## config.mk

```make
export PLATFORM = sky130hd
export DESIGN_NAME = freq_strap_latch
export DESIGN_NICKNAME = d
export VERILOG_FILES = /design/src/rtl/fsl_pkg.sv /design/src/rtl/fsl_sync.sv /design/src/rtl/fsl_qual.sv /design/src/rtl/fsl_capture.sv /design/src/rtl/freq_strap_latch.sv
export SDC_FILE = /design/constraint.sdc
export NUM_CORES = 1
export LEC_CHECK = 0
export CORE_ASPECT_RATIO = 1.4
export CORE_MARGIN = 1.5
export CORE_UTILIZATION = 35
export CTS_BUF_LIST = sky130_fd_sc_hd__clkbuf_8
export CTS_CLUSTER_DIAMETER = 50
export DETAILED_ROUTE_END_ITERATION = 8
export PLACE_DENSITY = 0.95
export SYNTH_ARGS = -nofsm -noshare
export SYNTH_HDL_FRONTEND = slang
export SYNTH_SLANG_ARGS = --single-unit
```

## constraint.sdc

```tcl
create_clock -name clk -period 2.2 [get_ports clk]
set_clock_uncertainty 0.05 [all_clocks]
set_input_delay 0.33 -clock clk [delete_from_list [all_inputs] [get_ports clk]]
set_output_delay 0.33 -clock clk [all_outputs]
set_load 0.005 [all_outputs]
```

## src/rtl/fsl_pkg.sv

```systemverilog
package fsl_pkg;
   localparam int RATE_W = 18;
   localparam logic [RATE_W-1:0] PCIE_KHZ = 18'd100000;
   localparam logic [RATE_W-1:0] DOT_KHZ  = 18'd96000;
   localparam logic [RATE_W-1:0] REF_KHZ  = 18'd14318;

   function automatic logic [RATE_W-1:0] cpu_khz(input logic [1:0] sel);
      case (sel)
         2'b10:   cpu_khz = 18'd100000;
         2'b00:   cpu_khz = 18'd133333;
         2'b01:   cpu_khz = 18'd166667;
         default: cpu_khz = 18'd200000;
      endcase
   endfunction
endpackage

```

## src/rtl/fsl_sync.sv

```systemverilog
module fsl_sync #(
   parameter int WIDTH  = 1,
   parameter int STAGES = 2
) (
   input  logic             clk,
   input  logic             rst_n,
   input  logic [WIDTH-1:0] d,
   output logic [WIDTH-1:0] q
);
   if (STAGES < 2) begin : g_bad_stages
      $error("fsl_sync: STAGES must be at least 2");
   end

   for (genvar i = 0; i < STAGES; i++) begin : g_stg
      logic [WIDTH-1:0] r;
      if (i == 0) begin : g_first
         always_ff @(posedge clk or negedge rst_n)
            if (!rst_n) r <= '0;
            else        r <= d;
      end else begin : g_next
         always_ff @(posedge clk or negedge rst_n)
            if (!rst_n) r <= '0;
            else        r <= g_stg[i-1].r;
      end
   end

   assign q = g_stg[STAGES-1].r;
endmodule

```

## src/rtl/fsl_qual.sv

```systemverilog
module fsl_qual #(
   parameter int QUAL = 2
) (
   input  logic clk,
   input  logic rst_n,
   input  logic pg_s,
   output logic valid
);
   localparam int HW = QUAL - 1;

   if (QUAL < 2) begin : g_bad_qual
      $error("fsl_qual: QUAL must be at least 2");
   end

   logic [HW-1:0] hist;

   if (HW == 1) begin : g_one
      always_ff @(posedge clk or negedge rst_n)
         if (!rst_n) hist <= '0;
         else        hist <= pg_s;
   end else begin : g_many
      always_ff @(posedge clk or negedge rst_n)
         if (!rst_n) hist <= '0;
         else        hist <= {hist[HW-2:0], pg_s};
   end

   assign valid = pg_s & (&hist);

   AST_VALID_NEEDS_HISTORY: assert property (@(posedge clk) disable iff (!rst_n)
      valid |-> $past(pg_s));
endmodule

```

## src/rtl/fsl_capture.sv

```systemverilog
module fsl_capture (
   input  logic       clk,
   input  logic       rst_n,
   input  logic       valid,
   input  logic       test_s,
   input  logic [1:0] strap_s,
   output logic [1:0] sel,
   output logic       latched
);
   logic load;
   assign load = valid & (~latched | test_s);

   always_ff @(posedge clk or negedge rst_n)
      if (!rst_n) begin
         sel     <= 2'b00;
         latched <= 1'b0;
      end else if (load) begin
         sel     <= strap_s;
         latched <= 1'b1;
      end

   AST_FIRST_CAPTURE: assert property (@(posedge clk) disable iff (!rst_n)
      (!latched && valid) |=> (latched && sel == $past(strap_s)));
   AST_HOLD_WHEN_LOCKED: assert property (@(posedge clk) disable iff (!rst_n)
      (latched && !test_s) |=> $stable(sel));
   AST_LATCH_STICKY: assert property (@(posedge clk) disable iff (!rst_n)
      latched |=> latched);
   AST_NO_EVENT_NO_LOAD: assert property (@(posedge clk) disable iff (!rst_n)
      !valid |=> $stable(sel));
   AST_RESET_STATE: assert property (@(posedge clk) disable iff (!rst_n)
      !latched |-> sel == 2'b00);
endmodule

```

## src/rtl/freq_strap_latch.sv

```systemverilog
module freq_strap_latch
   import fsl_pkg::*;
#(
   parameter int SYNC_STAGES   = 2,
   parameter int QUAL_SAMPLES  = 2,
   parameter bit PG_ACTIVE_LOW = 1'b0
) (
   input  logic              clk,
   input  logic              rst_n,
   input  logic [1:0]        strap_i,
   input  logic              pwr_good_i,
   input  logic              test_mode_i,
   output logic [1:0]        sel_o,
   output logic [RATE_W-1:0] cpu_rate_o,
   output logic [RATE_W-1:0] pcie_rate_o,
   output logic [RATE_W-1:0] dot_rate_o,
   output logic [RATE_W-1:0] ref_rate_o,
   output logic              latched_o
);
   localparam int BUS_W = 4;

   logic             pg_act;
   logic [BUS_W-1:0] raw_bus, sync_bus;
   logic             valid;

   if (PG_ACTIVE_LOW) begin : g_pg_low
      assign pg_act = ~pwr_good_i;
   end else begin : g_pg_high
      assign pg_act = pwr_good_i;
   end

   assign raw_bus = {test_mode_i, pg_act, strap_i};

   fsl_sync #(.WIDTH(BUS_W), .STAGES(SYNC_STAGES)) u_sync (
      .clk(clk), .rst_n(rst_n), .d(raw_bus), .q(sync_bus)
   );

   fsl_qual #(.QUAL(QUAL_SAMPLES)) u_qual (
      .clk(clk), .rst_n(rst_n), .pg_s(sync_bus[2]), .valid(valid)
   );

   fsl_capture u_cap (
      .clk(clk), .rst_n(rst_n), .valid(valid), .test_s(sync_bus[3]),
      .strap_s(sync_bus[1:0]), .sel(sel_o), .latched(latched_o)
   );

   assign cpu_rate_o  = cpu_khz(sel_o);
   assign pcie_rate_o = PCIE_KHZ;
   assign dot_rate_o  = DOT_KHZ;
   assign ref_rate_o  = REF_KHZ;
endmodule

```

# [After elaboration in Yosys (flattened, before gate mapping)]
# Index checks and enable logic that the tools add are counted.
[totals] elab_cells=13 inputBits=6 out_inout_bits=75 register_bits=12
[classes] eq_ne=2 mux=1 bitwise_logic=4 n_reduce_logical=1
[op_table] cell="$pmux W18 S3" n=1
[op_table] cell="$and A1 B1 Y1" n=2
[op_table] cell="$eq A2 B1 Y1 const B" n=1
[op_table] cell="$eq A2 B2 Y1 const B" n=1
[op_table] cell="$logic_not A2 Y1" n=1
[op_table] cell="$not A1 Y1" n=1
[op_table] cell="$or A1 B1 Y1" n=1

# [Depth between registers and ports, before layout]
# Gate-level depths: netlist (run 1).
[logic_depth] word_depth=3 mapped_depth=4 mapped_depth_nobuf=4

# [By module]
# A second synthesis (run 1) with hierarchy kept.
[unflattened] hier_cells=96 hier_area_um2=939.7
[modules_own_cells] mod="freq_strap_latch" cells_per_inst=78 seq_area_each_um2=0.0 area_each_um2=591.8 n_inst=1
[modules_own_cells] mod="fsl_sync" cells_per_inst=8 seq_area_each_um2=200.2 area_each_um2=200.2 n_inst=1
[modules_own_cells] mod="fsl_capture" cells_per_inst=8 seq_area_each_um2=75.1 area_each_um2=116.4 n_inst=1
[modules_own_cells] mod="fsl_qual" cells_per_inst=2 seq_area_each_um2=25.0 area_each_um2=31.3 n_inst=1

# [Worst setup path before layout (run 1)]
# OpenSTA, ideal clock, no wires.
[synth_timing] path_type="reg2out" from="reg u_cap.sel[0]" to="out cpu_rate_o[16]" path_slack_ns=0.676 n_path_buf=1 stages_incl_launch_ff=5 t_arrival_ns=1.144 required_time_ns=1.820 cell_sequence="dfrtp_1 -> inv_1 -> ha_1 -> or2_2 -> buf_4"
[synth_via] elab_chain_len=2 word_cells_on_any_way=4 classes_between="2 x eq/ne; 1 x mux; 1 x reduce/logical"
[synth_rtl] element="start, declared" line="fsl_capture.sv:7" source="output logic [1:0] sel,"
[synth_rtl] element="start signal, assigned" line="fsl_capture.sv:18" source="sel <= strap_s;"
[synth_rtl] element="$eq A2 B1 Y1, or another cell as far along" line="fsl_pkg.sv:8" source="case (sel)"
[synth_rtl] element="$pmux W18 S3 (*)" line="fsl_pkg.sv:8"
[synth_rtl] element="end, declared" line="freq_strap_latch.sv:14" source="output logic [RATE_W-1:0] cpu_rate_o,"
# Mark *: on every way between the ends. The rest lies on a longest branch, timed or not.

# [Worst setup path after layout (run 1)]
[layout_timing] from="reg u_cap.sel[1]" to="out cpu_rate_o[8]"
# Same word-level chain as after synthesis.

==> results of run 1 <==
## layout make-up
cell class / instances / area share, %
Clock buffer: 4 / 5.452
Sequential cell: 12 / 29.86
Multi-Input combinational cell: 74 / 35.56
Timing Repair Buffer: 23 / 22.80
Inverter: 5 / 1.859
Tap cell: 36 / 4.461
## cells in the mapped netlist
master and n:
a21oi_2 1, buf_4 62, conb_1 2, dfrtp_1 12
ha_1 6, inv_1 5, mux2_2 2, nand2_1 1
nor2_1 4, or2_2 2, or2b_1 1
## kinds of logic (layout without fill, tap and decap cells)
group,Yosys count,count (layout),synth area share (%)
AO/OA/AOI/OAI,1,1,0.9348
adder cells (fa/ha/maj),6,6,8.010
buffers and inverters,67,32,51.67
flip-flops,12,12,32.04
multiplexers,2,2,2.403
other,2,57,0.8014
AND/OR/NAND/NOR,8,8,4.138
## routing by layer
| metal | up-vias | GRT usage (%) | routed length, um |
|---|---|---|---|
| li1 | 212 | - | - |
| met1 | 202 | 5.282 | 296 |
| met3 | 2 | 1.695 | 154 |
| met2 | 54 | 9.375 | 453 |
| met5 | - | 0 | 0 |
| met4 | 0 | 6.250 | 14 |
## metrics by stage
| stage | cells | cell area (um2) | utilization (%) | setup WS (ns) | hold slack (ns) |
|---|---|---|---|---|---|
| 2_1_floorplan | 153 | 1144 | - | 0.6756 | -0.01559 |
| 5_1_grt | 154 | 1010 | 39.02 | 0.02006 | 0.3037 |
| 3_3_place_gp | 150 | 953.4 | 36.85 | 0.3382 | 0.2824 |
| 6_report | 154 | 1010 | 39.02 | 0.1108 | 0.2982 |
| 3_5_place_dp | 150 | 953.4 | 36.85 | 0.3263 | 0.2864 |
| 4_1_cts | 154 | 1008 | 38.97 | 0.06372 | 0.2981 |
## final timing paths
kind	start	end	cells after the start
min reg2reg	u_sync.g_stg[0].r[1]$_DFF_PN0_	u_sync.q[1]$_DFF_PN0_	0
min	u_sync.g_stg[0].r[1]$_DFF_PN0_	u_sync.q[1]$_DFF_PN0_	0
max in group asynchronous	rst_n	u_cap.sel[0]$_DFFE_PN0P_	1
max	u_cap.sel[1]$_DFFE_PN0P_	cpu_rate_o[8]	4
max reg2reg	u_sync.q[2]$_DFF_PN0_	u_cap.sel[0]$_DFFE_PN0P_	3
min in group asynchronous	rst_n	u_sync.q[3]$_DFF_PN0_	1
## worst max-delay path: cells and delay by family (launching register included)
family                     cells  cell delay (ns)
buffers and inverters          2             0.53
DFF                            1             0.44
and+or+nand+nor                1             0.29
adders and majority gates      1             0.22
## registers in the layout (all words and copies together) (netlist names)
| name | cells |
|---|---|
| u_cap.latched | 1 |
| u_cap.sel | 2 |
| u_qual.hist | 1 |
| u_sync.g_stg.r | 4 |
| u_sync.q | 4 |
## timing repair
action	CTS	global route
hold buffers	0	0
resized for setup	0	1
endpoints found under the hold margin	0	0
setup endpoints to repair	0	2
## power groups by stage
stage / Combinational (mW) / Clock (mW) / Sequential, mW
after CTS: 0.284 / 0.242 / 0.251
final: 0.280 / 0.231 / 0.252
after global placement: 0.278 / 0 / 0.254
after global routing: 0.311 / 0.257 / 0.255
after floorplan: 0.206 / 0 / 0.253
after detailed placement: 0.283 / 0 / 0.255
==> metrics, run 1 <==
outcome complete, no violations; TritonCTS clock tree done; CTS Buffer Depth 2; vias in the first global route around 300; dpl hpwl 801.3 um; setup TNS 0 ns; Netlist cell types 11; num ports 81; Area Growth Syn to Fin 7.744%; Root Driver clkbuf_8; total number of clock tree sinks 12; Required @ worst endpoint ~1.8 ns; Seq pwr share between 30% and 40%; largest cells by area after synthesis buf_4 50%, dfrtp_1 32%, ha_1 8.0%, mux2_2 2.4%, inv_1 2.0%; Yosys reg bits 12; Maximum Capacitance Violations 0; share of layout cells above drive strength 1 under 10%; Clock transition at path regs around 0.05 ns; syn avg cell area 9.563 um2; worst IR drop on VDD 0.3583 mV; Final Setup Violations 0; chip height 64.23 um; Startpoint Class register; # diodes 0; gr ovfl total 0; DR vias 470; starting density of the core 36.22%; largest net degree at the start of global routing 13; RSZ-0062 raised after global routing no; PnR Total Power between 0.7 and 0.8 mW; Cells after Synth a little under 100; DR WL/cell 5.961 um; cell taking the most area after synthesis buf_4; share of the synthesized area in the top cell type 49.67%; drt first pass iters 1; Post-Syn Area around 940 um2; Via density between 3 and 4; CP Class reg -> out; crit end category output pin; crit path DAT 1.71 ns; reg2reg setup slack 1.12 ns; Die W around 47 um; CP Max Fanout 7; Routed WL ~920 um; Fillers roughly 270; Min-Delay Path Class reg -> reg; NetSw about 0.19 mW; first-pass GRT wire length 1207 um; CTS buffer count 3; port bufs 23; combinational share of power a little under two fifths; Total GRT Usage roughly 5.9%; final worst-path cycle share a little over nine tenths; Routed Antenna Nets 0; clock power share a little under a third; # Post-CTS Setup Buffers 0; Pint ~0.57 mW; FMAX ~480 MHz; final hold violation count 0; Leak between 0.5 and 0.6 nW; slew at the pin with the worst max-slew slack ~0.50 ns; CORE AREA 2587 um2; most frequent cells in the layout 57 x conb_1, 23 x clkdlybuf4s50_1, 11 x dfrtp_1; slowest CP cell dfrtp_1; later-pin clock latency in the skew report between 0.2 and 0.25 ns; fin. max-slew vios 0; crit path cell chain inv_1, ha_1, or2_2, clkdlybuf4s50_1; P per Cell Area approximately 750 nW/um2; post-layout min period about 2.1 ns; Multi-input gate area 359.1 um2; FF+latch area 301.5 um2; number of synthesis warnings 0; Worst slew margin between 60% and 70%; largest stage delay on the critical path ~0.44 ns; fin nets around 130; initial antenna violation count 0; # rows 22; switching part of the total between 20 and 30%; number of remaining DRC errors 0; gpl congestion just under 0.7; Die ar. 3001 um2; Seq/Total Area, Yosys between 30% and 40%; commonest non-fill, non-tap cell in the layout conb_1; DR iter-0 viols 0; H-tree Lvls 1
Power figures use the tool's default switching activity.
==> run 2: changes to the inputs <==
--- a/config.mk
+++ b/config.mk
@@ -5,12 +5,12 @@
 export SDC_FILE = /design/constraint.sdc
 export NUM_CORES = 1
 export LEC_CHECK = 0
-export CORE_ASPECT_RATIO = 1.4
 export CORE_MARGIN = 1.5
-export CORE_UTILIZATION = 35
+export CORE_UTILIZATION = 69
 export CTS_BUF_LIST = sky130_fd_sc_hd__clkbuf_8
 export CTS_CLUSTER_DIAMETER = 50
 export DETAILED_ROUTE_END_ITERATION = 8
+export DONT_BUFFER_PORTS = 1
 export PLACE_DENSITY = 0.95
 export SYNTH_ARGS = -nofsm -noshare
 export SYNTH_HDL_FRONTEND = slang
==> run 2 against run 1 <==
Effect of this change:
- final area shrank 25%
- power shrank 21%
- worst hold slack lost 0.23 ns
- routed wire length shrank 3.2%
- count of clock-buffer cells in the layout is the same
- first-iteration DRC count grew 2
- cell count shrank 28%
- fmax grew 20%
==> metrics, run 2 (same netlist as run 1, synthesis figures left out) <==
outcome complete, no violations; drt first pass iters 2 (+1); Setup WS post-layout 0.4626 ns (+0.3518 ns); Maximum Capacitance Violations 0 (unchanged); largest net degree at the start of global routing 13 (unchanged); Startpoint Class register; crit path DAT 1.36 ns (-0.35 ns); # diodes 0 (unchanged); DR iter-0 viols 2 (+2); first-pass GRT wire length 1124 um (-6.9%); cts repair resizes 0 (unchanged); Area Growth Syn to Fin -18.69%; H-tree Lvls 1 (unchanged); CP Max Fanout 7 (unchanged); reg2reg setup slack 1.09 ns (-0.03 ns); Routed WL 889 um (-3.2%); reg-to-reg critical path startpoint u_cap.latched$_DFFE_PN0P_; Layout Cells excl Fill 111 (-28%); fin. max-slew vios 0 (unchanged); vias in the first global route 279 (-6.1%); final hold slack 0.07195 ns (-0.2262 ns); # rows 13 (-41%); Min-Delay Path Class in -> reg; Die W 39.86 um (-15%); CORE AREA 1285 um2 (-50%); dpl ws 0.6919 ns (+0.3656 ns); RSZ-0062 raised after global routing no; final worst-path cycle share 78.97% (-16 points); commonest non-fill, non-tap cell in the layout conb_1; Hold Startpoint pwr_good_i; Root Driver clkbuf_8; Leak 0.4550 nW (-16%); chip height 39.86 um (-38%); TritonCTS clock tree done; post-route cell area 762.0 um2 (-25%); initial antenna violation count 0 (unchanged); placed cell count 106 (-29%); Routed Antenna Nets 0 (unchanged); Total GRT Usage 11.59% (+5.7 points); placed cell area 696.9 um2 (-27%); crit path cell chain inv_1, ha_1, or2_2; WHS Endpoint u_sync.g_stg[0].r[2]$_DFF_PN0_; number of remaining DRC errors 0 (unchanged); post-layout min period 1.737 ns (-0.3518 ns); share of layout cells above drive strength 1 9.375% (+0.90 points); final hold violation count 0 (unchanged); Required @ worst endpoint 1.82 ns (about the same); CTS Buffer Depth 2 (unchanged); largest stage delay on the critical path 0.46 ns (+0.02 ns); Worst slew margin 65.64% (-0.82 points); slew at the pin with the worst max-slew slack 0.5137 ns (+0.01216 ns); dpl hpwl 740.6 um (-7.6%); CTS buffer count 3 (unchanged); Die ar. 1588 um2 (-47%); crit end category output pin; DR vias 383 (-19%); port bufs 0 (-100%); setup TNS 0 ns (unchanged); gr ovfl total 0 (unchanged); most frequent cells in the layout 57 x conb_1, 12 x dfrtp_1, 6 x ha_1; Clock transition at path regs 0.05 ns (about the same); DR WL/cell 8.009 um (+34%); FMAX 575.6 MHz (+20%); Fillers 112 (-59%); num ports 81 (unchanged); PnR Total Power 0.6028 mW (-21%); Worst Reg-to-Reg Cells 2 (-1); Final Setup Violations 0 (unchanged); starting density of the core 72.93% (+37 points); slowest CP cell dfrtp_1; later-pin clock latency in the skew report 0.23 ns (about the same); fin nets 109 (-17%); worst IR drop on VDD 0.6005 mV (+68%); CP Class reg -> out; gpl congestion 0.5642 (-16%); P per Cell Area 791.1 nW/um2 (+4.8%); Via density 3.450 (+13%); final core utilization 59.30% (+20 points); total number of clock tree sinks 12 (unchanged); hold depth 0 (unchanged); RR Endpoint u_cap.sel[1]$_DFFE_PN0P_
[run 2: timing repair]
| action | 4_1_cts | 5_1_grt |
|---|---|---|
| buffers inserted | 0 | 0 |
| hold buffers | 1 | 0 |
| hold endpoints to repair | 12 | 0 |
[run 2: routing by layer]
layer / up-vias / track usage [%] / part of all wire [%]
met2: 37 / 23.36 / 62
met4: 0 / 7.759 / 0
met3: 0 / 3.409 / 11
li1: 168 / - / -
met1: 178 / 8.824 / 27
met5: - / 0 / 0
[run 2: where the power goes]
group          internal [mW]  switching, mW
combinational         0.0367         0.0817
clock                  0.157         0.0738
sequential             0.237         0.0165
[run 2: worst max-delay path by stage]
stage / from / end / slack (ns)
final: u_cap.sel[1]$_DFFE_PN0P_ / cpu_rate_o[8] / 0.46
after global routing: u_cap.sel[1]$_DFFE_PN0P_ / cpu_rate_o[8] / 0.34
after CTS: u_cap.sel[1]$_DFFE_PN0P_ / cpu_rate_o[8] / 0.43
after detailed placement: u_cap.sel[1]$_DFFE_PN0P_ / cpu_rate_o[8] / 0.69
after global placement: u_cap.sel[1]$_DFFE_PN0P_ / cpu_rate_o[8] / 0.73
after floorplan: u_cap.sel[0]$_DFFE_PN0P_ / cpu_rate_o[16] / 0.68
[run 2: final cells by class]
| class | instances | area (um2) | share of cell area (%) |
|---|---|---|---|
| timing repair buffer | 1 | 10.01 | 1.314 |
| clock buffer | 4 | 55.05 | 7.225 |
| multi-input combinational | 74 | 359.1 | 47.13 |
| inverter | 5 | 18.77 | 2.463 |
| sequential | 12 | 300.3 | 39.41 |
| tap | 15 | 18.77 | 2.463 |
[run 2: worst max-delay path, delay by kind of cell, from the launching register on]
kind	cells	cell delay (ns)
simple gates	1	0.32
buf+inv	1	0.09
fa+ha+maj	1	0.25
flops	1	0.46
